**src/rtl/xlat_tri_pkg.sv**
```systemverilog
package xlat_tri_pkg;

    typedef enum logic [1:0] {
        KIND_FETCH = 2'd0,
        KIND_READ  = 2'd1,
        KIND_WRITE = 2'd2,
        KIND_NONE  = 2'd3
    } acc_kind_t;

    typedef enum logic [1:0] {
        DOM_NOACC    = 2'd0,
        DOM_CLIENT   = 2'd1,
        DOM_RESERVED = 2'd2,
        DOM_MANAGER  = 2'd3
    } dom_kind_t;

    typedef enum logic [1:0] {
        SZ_1M  = 2'd0,
        SZ_64K = 2'd1,
        SZ_4K  = 2'd2,
        SZ_1K  = 2'd3
    } page_size_t;

    typedef enum logic {
        ENT_EMPTY = 1'b0,
        ENT_LIVE  = 1'b1
    } ent_state_t;

    localparam int OFF_1M  = 20;
    localparam int OFF_64K = 16;
    localparam int OFF_4K  = 12;
    localparam int OFF_1K  = 10;
    localparam int FETCH_ALIGN = 2;

endpackage

```
**src/rtl/xlat_mask_gen.sv**
```systemverilog
module xlat_mask_gen
    import xlat_tri_pkg::*;
#(
    parameter int AW = 32
) (
    input  logic [1:0]    size_code,
    output logic [AW-1:0] mask
);
    localparam logic [AW-1:0] ONES = {AW{1'b1}};

    page_size_t sz;
    assign sz = page_size_t'(size_code);

    always_comb begin
        unique case (sz)
            SZ_1M:   mask = ONES << OFF_1M;
            SZ_64K:  mask = ONES << OFF_64K;
            SZ_4K:   mask = ONES << OFF_4K;
            SZ_1K:   mask = ONES << OFF_1K;
            default: mask = ONES << OFF_1K;
        endcase
    end

    always_comb begin
        assert_mask_shape_R4: assert (mask[AW-1] && mask[OFF_1M] && !mask[OFF_1K-1]);
    end
endmodule

```
**src/rtl/xlat_fill_gate.sv**
```systemverilog
module xlat_fill_gate
    import xlat_tri_pkg::*;
#(
    parameter int NK = 3
) (
    input  logic          clk,
    input  logic          rst_n,
    input  logic          fill_valid,
    input  logic [1:0]    fill_kind,
    input  logic [1:0]    fill_dom,
    input  logic          fill_perm_ok,
    output logic [NK-1:0] commit
);
    dom_kind_t dom;
    logic      allowed;

    assign dom = dom_kind_t'(fill_dom);

    always_comb begin
        unique case (dom)
            DOM_NOACC:    allowed = 1'b0;
            DOM_CLIENT:   allowed = fill_perm_ok;
            DOM_RESERVED: allowed = 1'b0;
            DOM_MANAGER:  allowed = 1'b1;
            default:      allowed = 1'b0;
        endcase
    end

    always_comb begin
        commit = '0;
        for (int k = 0; k < NK; k++) begin
            if (fill_valid && allowed && (int'(fill_kind) == k))
                commit[k] = 1'b1;
        end
    end

    assert_single_commit_R5: assert property (@(posedge clk) disable iff (!rst_n)
        $onehot0(commit));
    assert_denied_domain_R6: assert property (@(posedge clk) disable iff (!rst_n)
        (fill_dom == 2'd0 || fill_dom == 2'd2) |-> (commit == '0));
endmodule

```
**src/rtl/xlat_entry.sv**
```systemverilog
module xlat_entry
    import xlat_tri_pkg::*;
#(
    parameter int AW = 32
) (
    input  logic          clk,
    input  logic          rst_n,
    input  logic          flush,
    input  logic          wr_en,
    input  logic [AW-1:0] wr_vaddr,
    input  logic [AW-1:0] wr_paddr,
    input  logic [AW-1:0] wr_mask,
    input  logic [AW-1:0] rd_vaddr,
    output logic          hit,
    output logic [AW-1:0] paddr
);
    ent_state_t    state_q, state_d;
    logic [AW-1:0] tag_q, base_q, mask_q;

    always_comb begin
        state_d = state_q;
        unique case (state_q)
            ENT_EMPTY: if (!flush && wr_en) state_d = ENT_LIVE;
            ENT_LIVE:  if (flush)           state_d = ENT_EMPTY;
            default:                        state_d = ENT_EMPTY;
        endcase
    end

    always_ff @(posedge clk) begin
        if (!rst_n) state_q <= ENT_EMPTY;
        else        state_q <= state_d;
    end

    always_ff @(posedge clk) begin
        if (!rst_n) begin
            tag_q  <= '0;
            base_q <= '0;
            mask_q <= '0;
        end else if (wr_en && !flush) begin
            tag_q  <= wr_vaddr & wr_mask;
            base_q <= wr_paddr & wr_mask;
            mask_q <= wr_mask;
        end
    end

    always_comb begin
        hit   = 1'b0;
        paddr = '0;
        unique case (state_q)
            ENT_EMPTY: ;
            ENT_LIVE: begin
                if ((rd_vaddr & mask_q) == tag_q) begin
                    hit   = 1'b1;
                    paddr = base_q | (rd_vaddr & ~mask_q);
                end
            end
            default: ;
        endcase
    end

    assert_flush_empties_R9: assert property (@(posedge clk) disable iff (!rst_n)
        flush |=> (state_q == ENT_EMPTY));
    assert_fill_loads_R2: assert property (@(posedge clk) disable iff (!rst_n)
        (wr_en && !flush) |=> (state_q == ENT_LIVE) && (tag_q == ($past(wr_vaddr) & $past(wr_mask))));
    assert_idle_holds_R11: assert property (@(posedge clk) disable iff (!rst_n)
        (!wr_en && !flush) |=> ($stable(tag_q) && $stable(base_q) && $stable(state_q)));
endmodule

```
**src/rtl/xlat_tri_buffer.sv**
```systemverilog
module xlat_tri_buffer
    import xlat_tri_pkg::*;
#(
    parameter int AW = 32,
    parameter int NK = 3
) (
    input  logic          clk,
    input  logic          rst_n,
    input  logic          mmu_en,
    input  logic          flush,
    input  logic          lk_valid,
    input  logic [1:0]    lk_kind,
    input  logic [AW-1:0] lk_vaddr,
    output logic          lk_hit,
    output logic          lk_miss,
    output logic [AW-1:0] lk_paddr,
    input  logic          fill_valid,
    input  logic [1:0]    fill_kind,
    input  logic [AW-1:0] fill_vaddr,
    input  logic [AW-1:0] fill_paddr,
    input  logic [1:0]    fill_size,
    input  logic [1:0]    fill_dom,
    input  logic          fill_perm_ok
);
    localparam logic [AW-1:0] ALIGN_MASK = {AW{1'b1}} << FETCH_ALIGN;

    logic [AW-1:0] fill_mask;
    logic [NK-1:0] commit;
    logic [AW-1:0] look_addr;
    logic [NK-1:0] ent_hit;
    logic [AW-1:0] ent_pa [NK];
    logic          sel_hit;
    logic [AW-1:0] sel_pa;

    assign look_addr = (acc_kind_t'(lk_kind) == KIND_FETCH) ? (lk_vaddr & ALIGN_MASK) : lk_vaddr;

    xlat_mask_gen #(.AW(AW)) u_mask (
        .size_code (fill_size),
        .mask      (fill_mask)
    );

    xlat_fill_gate #(.NK(NK)) u_gate (
        .clk          (clk),
        .rst_n        (rst_n),
        .fill_valid   (fill_valid),
        .fill_kind    (fill_kind),
        .fill_dom     (fill_dom),
        .fill_perm_ok (fill_perm_ok),
        .commit       (commit)
    );

    for (genvar k = 0; k < NK; k++) begin : g_ent
        xlat_entry #(.AW(AW)) u_ent (
            .clk      (clk),
            .rst_n    (rst_n),
            .flush    (flush),
            .wr_en    (commit[k]),
            .wr_vaddr (fill_vaddr),
            .wr_paddr (fill_paddr),
            .wr_mask  (fill_mask),
            .rd_vaddr (look_addr),
            .hit      (ent_hit[k]),
            .paddr    (ent_pa[k])
        );
    end

    always_comb begin
        sel_hit = 1'b0;
        sel_pa  = '0;
        for (int k = 0; k < NK; k++) begin
            if (int'(lk_kind) == k) begin
                sel_hit = ent_hit[k];
                sel_pa  = ent_pa[k];
            end
        end
    end

    always_comb begin
        lk_hit   = 1'b0;
        lk_miss  = 1'b0;
        lk_paddr = '0;
        if (lk_valid) begin
            if (!mmu_en) begin
                lk_hit   = 1'b1;
                lk_paddr = look_addr;
            end else if (sel_hit) begin
                lk_hit   = 1'b1;
                lk_paddr = sel_pa;
            end else begin
                lk_miss  = 1'b1;
            end
        end
    end

    assert_hit_miss_excl_R7: assert property (@(posedge clk) disable iff (!rst_n)
        !(lk_hit && lk_miss));
    assert_bypass_R7: assert property (@(posedge clk) disable iff (!rst_n)
        (lk_valid && !mmu_en) |-> (lk_hit && lk_paddr[AW-1:FETCH_ALIGN] == lk_vaddr[AW-1:FETCH_ALIGN]));
    assert_fetch_align_R8: assert property (@(posedge clk) disable iff (!rst_n)
        (lk_valid && lk_kind == 2'd0) |-> (lk_paddr[FETCH_ALIGN-1:0] == '0));
    assert_idle_quiet_R10: assert property (@(posedge clk) disable iff (!rst_n)
        !lk_valid |-> (!lk_hit && !lk_miss));
endmodule

```
**config.mk**
```make
export PLATFORM = sky130hd
export DESIGN_NAME = xlat_tri_buffer
export DESIGN_NICKNAME = d
export VERILOG_FILES = /design/src/rtl/xlat_tri_pkg.sv /design/src/rtl/xlat_mask_gen.sv /design/src/rtl/xlat_fill_gate.sv /design/src/rtl/xlat_entry.sv /design/src/rtl/xlat_tri_buffer.sv
export SDC_FILE = /design/constraint.sdc
export NUM_CORES = 1
export LEC_CHECK = 0
export ABC_CLOCK_PERIOD_IN_PS = 4100
export BUFFER_PORTS_ARGS = -buffer_cell sky130_fd_sc_hd__buf_2
export CAP_MARGIN = 10
export CORE_MARGIN = 3
export CORE_UTILIZATION = 57
export DETAILED_ROUTE_END_ITERATION = 16
export GPL_ROUTABILITY_DRIVEN = 0
export PLACE_DENSITY = 0.81
export SYNTH_ARGS = -nofsm -noshare
export SYNTH_HDL_FRONTEND = slang
export SYNTH_SLANG_ARGS = --single-unit
export TNS_END_PERCENT = 20
```
**constraint.sdc**
```tcl
create_clock -name clk -period 4.1 [get_ports clk]
set_input_delay 0.615 -clock clk [delete_from_list [all_inputs] [get_ports clk]]
set_output_delay 0.615 -clock clk [all_outputs]
set_load 0.01 [all_outputs]
```
# Word level (Yosys, flattened, before mapping)
# Cells that the tools add are included.
[word_totals]
regBits = 291
latchBits = 0
ram_bits = 0
rom_bits = 0
in_bits = 111
out_inout_bits = 34
word_cells = 96
n_memories = 0
[op_classes]
addsub = 0
multipliers = 0
div = 0
n_lt_le_gt_ge = 0
n_eq_ne = 13
shifts = 0
muxes = 40
bitwise_logic = 17
n_reduce_logical = 14
[ops]
columns = ["operator", "count"]
rows = [
  ["$mux 32", 12],
  ["$and 32x32->32", 8],
  ["$pmux 32 s4", 1],
  ["$eq 32x32->1", 3],
  ["$not 32->32", 3],
  ["$or 32x32->32", 3],
  ["$mux 1", 22],
  ["$eq 2x2->1 const B", 8],
  ["$logic_not 2->1", 5],
  ["$logic_and 1x1->1", 7],
  ["$pmux 1 s2", 3],
  ["$eq 2x1->1 const B", 2],
  ["$not 1->1", 3],
  ["$pmux 1 s3", 1],
  ["$mux 2", 1],
  ["$reduce_or 2->1", 1],
  ["$logic_not 1->1", 1],
]

# Logic depth before layout (Yosys ltp)
[depth]
depth_word = 12
depth_mapped = 11
depth_no_buf = 8

# Modules after synthesis
# From an unflattened synthesis, not the netlist that was laid out.
[hier_totals]
hier_cells = 2017
area_unflattened_um2 = 16465.8
[modules_own_cells]
columns = ["module", "instances", "cells_per_inst", "area_each_um2", "seq_area_each_um2"]
rows = [
  ["xlat_entry", 3, 616, 4993.5, 1941.9],
  ["xlat_tri_buffer", 1, 131, 1199.9, 0.0],
  ["xlat_mask_gen", 1, 34, 242.7, 0.0],
  ["xlat_fill_gate", 1, 4, 42.5, 0.0],
]

# Least setup slack after synthesis
# No wires, ideal clock.
[synth_timing]
path_type = "input -> output"
start = "input lk_vaddr[29]"
end = "output lk_paddr[12]"
t_arrival_ps = 2869
t_required_ps = 3485
setup_slack_ps = 616
cell_stages = 10
path_buffers = 2
path_cell_list = "buf_6 xor2_1 o22ai_1 a22oi_1 or4_1 nand4b_4 a31o_1 buf_6 o31a_1 a211oi_1"
[synth_via]
elab_chain_len = 10
word_cells_on_any_way = 27
classes_between = "3 x eq/ne; 21 x mux; 3 x bitwise"
[synth_lines]
columns = ["item", "line", "text"]
rows = [
  ["start: declaration", "xlat_tri_buffer.sv:13", "input logic [AW-1:0] lk_vaddr,"],
  ["$and 32x32->32", "xlat_entry.sv:52", "if ((rd_vaddr & mask_q) == tag_q) begin"],
  ["$eq 32x32->1", "xlat_entry.sv:52", ""],
  ["$mux 32 / $mux 1 (equally long branches)", "xlat_entry.sv:52", ""],
  ["$mux 32 / $mux 1 (equally long branches)", "xlat_entry.sv:49", "unique case (state_q)"],
  ["$mux 32 / $mux 1 (equally long branches) (3 in series)", "xlat_tri_buffer.sv:71", "if (int'(lk_kind) == k) begin"],
  ["$mux 32 *", "xlat_tri_buffer.sv:86", "end else if (sel_hit) begin"],
  ["$mux 32 *", "xlat_tri_buffer.sv:83", "if (!mmu_en) begin"],
  ["$mux 32 *", "xlat_tri_buffer.sv:82", "if (lk_valid) begin"],
  ["end: declaration", "xlat_tri_buffer.sv:16", "output logic [AW-1:0] lk_paddr,"],
]
# Mark *: on every way between the ends. The rest lies on a longest branch, timed or not.

# Final worst setup path
[layout_timing]
start = "register g_ent[2].u_ent.mask_q[30]"
end = "output lk_paddr[16]"
[layout_via]
elab_chain_len = 8
word_cells_on_any_way = 11
classes_between = "1 x eq/ne; 9 x mux; 1 x bitwise"
[layout_lines]
columns = ["item", "line", "text"]
rows = [
  ["start: declaration", "xlat_entry.sv:18", "logic [AW-1:0] tag_q, base_q, mask_q;"],
  ["start signal: assignment", "xlat_entry.sv:42", "mask_q <= wr_mask;"],
  ["$and 32x32->32 *", "xlat_entry.sv:52", ""],
  ["$eq 32x32->1 *", "xlat_entry.sv:52", ""],
  ["$mux 32 / $mux 1 (equally long branches)", "xlat_entry.sv:52", ""],
  ["$mux 32 / $mux 1 (equally long branches)", "xlat_entry.sv:49", ""],
  ["$mux 32 / $mux 1 (equally long branches)", "xlat_tri_buffer.sv:71", ""],
  ["$mux 32 *", "xlat_tri_buffer.sv:86", ""],
  ["$mux 32 *", "xlat_tri_buffer.sv:83", ""],
  ["$mux 32 *", "xlat_tri_buffer.sv:82", ""],
]
# Marked as above.

==> flow_summary.json <==
{
  "fp.dieW_um": 126.2,
  "io_pins": 145,
  "min_period_over_period_pct": 98.50,
  "synth-seq-cells": 147,
  "cts.htree.levels": 4,
  "clock_skew_ns": 0,
  "layout_setup_ws_ns": 0.06147,
  "layout-drive-gt1-share_pct": 19.19,
  "highest_layer": "met4",
  "grt_max_degree": 100,
  "track_usage_pct": 31.24,
  "worst-path-stages": 11,
  "pwr_density_cell_mw_per_mm2": 346.3,
  "fillers": 1193,
  "final_cells": 1337,
  "crit_chain": "buf_4, nand3_1, a211oi_1, nand4_1, nor4_2, a31oi_2, a31o_4, buf_12, o31a_1, a211oi_1, buf_2",
  "worstSkewPairLatency_ns": 0.43,
  "r2r_cells": 3,
  "final-setup-viol-count": 0,
  "clock_path_buffers": 2,
  "max_freq_mhz": 247.6,
  "clk_pin_slew_ns": 0.06,
  "synth_top_area_share_pct": 35.75,
  "crit_top_cell": "a211oi_1",
  "synthArstFlopShare_pct": 0,
  "rrSetupSlack_ns": 2.96,
  "synth_edf_count": 0,
  "synthFlopType": "dfxtp_1",
  "crit_end": "lk_paddr[16]",
  "regArea_mm2": 0.002952,
  "ir_worst_vdd_mv": 0.3544,
  "dp_slack_ns": 0.1462,
  "via_per_inst": 6.201,
  "relSlewSlack_pct": 21.27,
  "maxSlewViolCount": 0,
  "p_leak_uw": 0.003594,
  "grt_pass1_wl_mm": 39.77,
  "num-nets-final": 1256,
  "drtIter0Drc": 922,
  "synth.area.top_cells": "dfxtp_1 (36%), a21boi_0 (12%), nand2_1 (12%)",
  "start_util_pct": 58.85,
  "tightestPinTransition_ns": 1.181,
  "dieHeight_um": 126.2,
  "reg2reg_to": "g_ent[0].u_ent.mask_q[30]",
  "reg2reg_from": "g_ent[0].u_ent.mask_q[30]",
  "critPathTopFamily": "compound AO/OA/AOI/OAI gates",
  "critical_path.slowest_cell": "dfxtp_2",
  "critPathBufInv": 3,
  "syn_nets": 1172,
  "hp-class": "flop to flop",
  "startpoint_type": "flop",
  "grt_pass1_vias": 7683,
  "rows": 43,
  "critPathKind": "flop to primary output",
  "min_period_ns": 4.039,
  "post-route-util_pct": 68.69,
  "area_growth_pct": 16.74,
  "antenna_found_initial": 0,
  "yosysTopAreaCell": "dfxtp_1",
  "hold_violations": 0,
  "remaining_drc_errors": 0,
  "wl_met3_mm": 2.429,
  "critPathArrivalTime_ns": 3.42,
  "synth_area_mm2": 0.008232,
  "max-cap-violations": 0,
  "crit_path_start": "g_ent[2].u_ent.mask_q[30]",
  "cts_tree": "built",
  "cp.required_ns": 3.48,
  "path_max_fanout": 10,
  "portBuffers": 124,
  "hpwl_mm": 16.57,
  "ys_warn_count": 0,
  "ys_seq_area_share_pct": 35.75,
  "num_vias": 8291,
  "met2_length_mm": 11.61,
  "drt_pass1_iterations": 6,
  "core_mm2": 0.01399,
  "syn_area_per_cell_um2": 7.758,
  "routed_wl_mm": 25.29,
  "root_buffer": "clkbuf_16",
  "wire_per_inst_um": 18.92,
  "diodes": 0,
  "status": "finished, final reports clean",
  "global_route.overflow_total": 0,
  "max_stage_delay_ns": 0.43,
  "met1_length_mm": 10.25,
  "cts_sinks": 147,
  "multi_input_area_mm2": 0.004880,
  "cp-end-kind": "primary output",
  "ant_nets": 0,
  "netlist_instances": 1061,
  "die-area_mm2": 0.01592,
  "synth_cell_types": 60,
  "dp.cells": 1306,
  "numCtsBuffers": 17
}
placed cells by master (no fill, tap or decap), types with 16 or more instances in the layout:
cell type and n:
and2_1 35, buf_2 123, inv_1 24, nand2_1 254
a21o_1 21, nor2_1 26, o31a_1 20, nor2b_1 17
xnor2_1 16, nand3_1 54, o21ai_0 36, dfxtp_1 142
a221oi_1 22, clkbuf_16 17, a21boi_0 132, buf_4 26
cells by family after synthesis:
logic type | after synthesis | synth area share, %
xor+xnor | 24 | 2.554
buf+inv | 114 | 5.867
simple gates | 439 | 25.02
flops | 147 | 35.75
compound gates | 337 | 30.81
report_power, final:
group          internal, uW  switching [uW]
sequential             1440            12.3
combinational           137             211
clock                   904             622
total                  2480             845
stage by stage:
step | instance area (um^2) | hold slack (ns) | total power [uW] | TNS, ns
final | 9609 | 0.4611 | 3327 | 0
after global routing | 9609 | 0.4588 | 3423 | -0.07212
after CTS | 9563 | 0.4500 | 3323 | 0
after detailed placement | 8977 | 0.4543 | 1817 | 0
after global placement | 8977 | 0.4481 | 1813 | 0
after floorplan | 8232 | 0.4319 | 1673 | 0
worst min-delay path by stage:
stage	end	start	slack [ns]	depth (start not counted)
global placement	g_ent[2].u_ent.base_q[18]	g_ent[2].u_ent.base_q[18]	0.45	2
global route	g_ent[1].u_ent.base_q[22]	fill_paddr[22]	0.46	3
floorplan	g_ent[0].u_ent.state_q	g_ent[0].u_ent.state_q	0.43	1
finish	g_ent[2].u_ent.base_q[23]	g_ent[2].u_ent.base_q[23]	0.46	2
detailed placement	g_ent[2].u_ent.base_q[30]	g_ent[2].u_ent.base_q[30]	0.45	2
CTS	g_ent[1].u_ent.base_q[26]	fill_paddr[26]	0.45	3
synth_stat cells, types with 20 or more instances:
cell type	instances
nor2_1	27
inv_1	25
a221oi_1	22
o21ai_0	36
dfxtp_1	147
nand2_1	255
and2_1	36
a21o_1	21
a21boi_0	132
nand3_1	54
clkbuf_1	67
o31a_1	20
final cells by class:
| type | count | area share, % |
|---|---|---|
| Multi-Input combinational cell | 800 | 50.78 |
| Sequential cell | 147 | 30.72 |
| Timing Repair Buffer | 152 | 9.062 |
| Clock buffer | 18 | 4.570 |
| Tap cell | 180 | 2.344 |
| Clock inverter | 13 | 1.432 |
| Inverter | 27 | 1.094 |
worst min-delay path, stage by stage, from the launching register on:
cell      delay, ns
dfxtp_1        0.30
nand2_1        0.04
a21boi_0       0.06
registers in the layout, summed over array words and instances, names as in the netlist:
| name | count |
|---|---|
| g_ent.u_ent.base_q | 66 |
| g_ent.u_ent.tag_q | 66 |
| g_ent.u_ent.mask_q | 12 |
| g_ent.u_ent.state_q | 3 |
what timing repair did:
| action | in CTS | in global routing |
|---|---|---|
| setup buffers | 0 | 0 |
| gates resized for setup | 4 | 11 |
| pin swaps | 0 | 1 |
| setup endpoints to repair | 17 | 28 |
| hold buffers | 0 | 0 |
| endpoints found under the hold margin | 0 | 0 |
metal layers:
metal	vias up	GRT usage, %
met3	72	7.040
met5	-	0
met1	3878	40.43
met4	0	13.50
met2	451	50.23
li1	3890	-
Note: power is estimated with default switching activity, not from simulation.
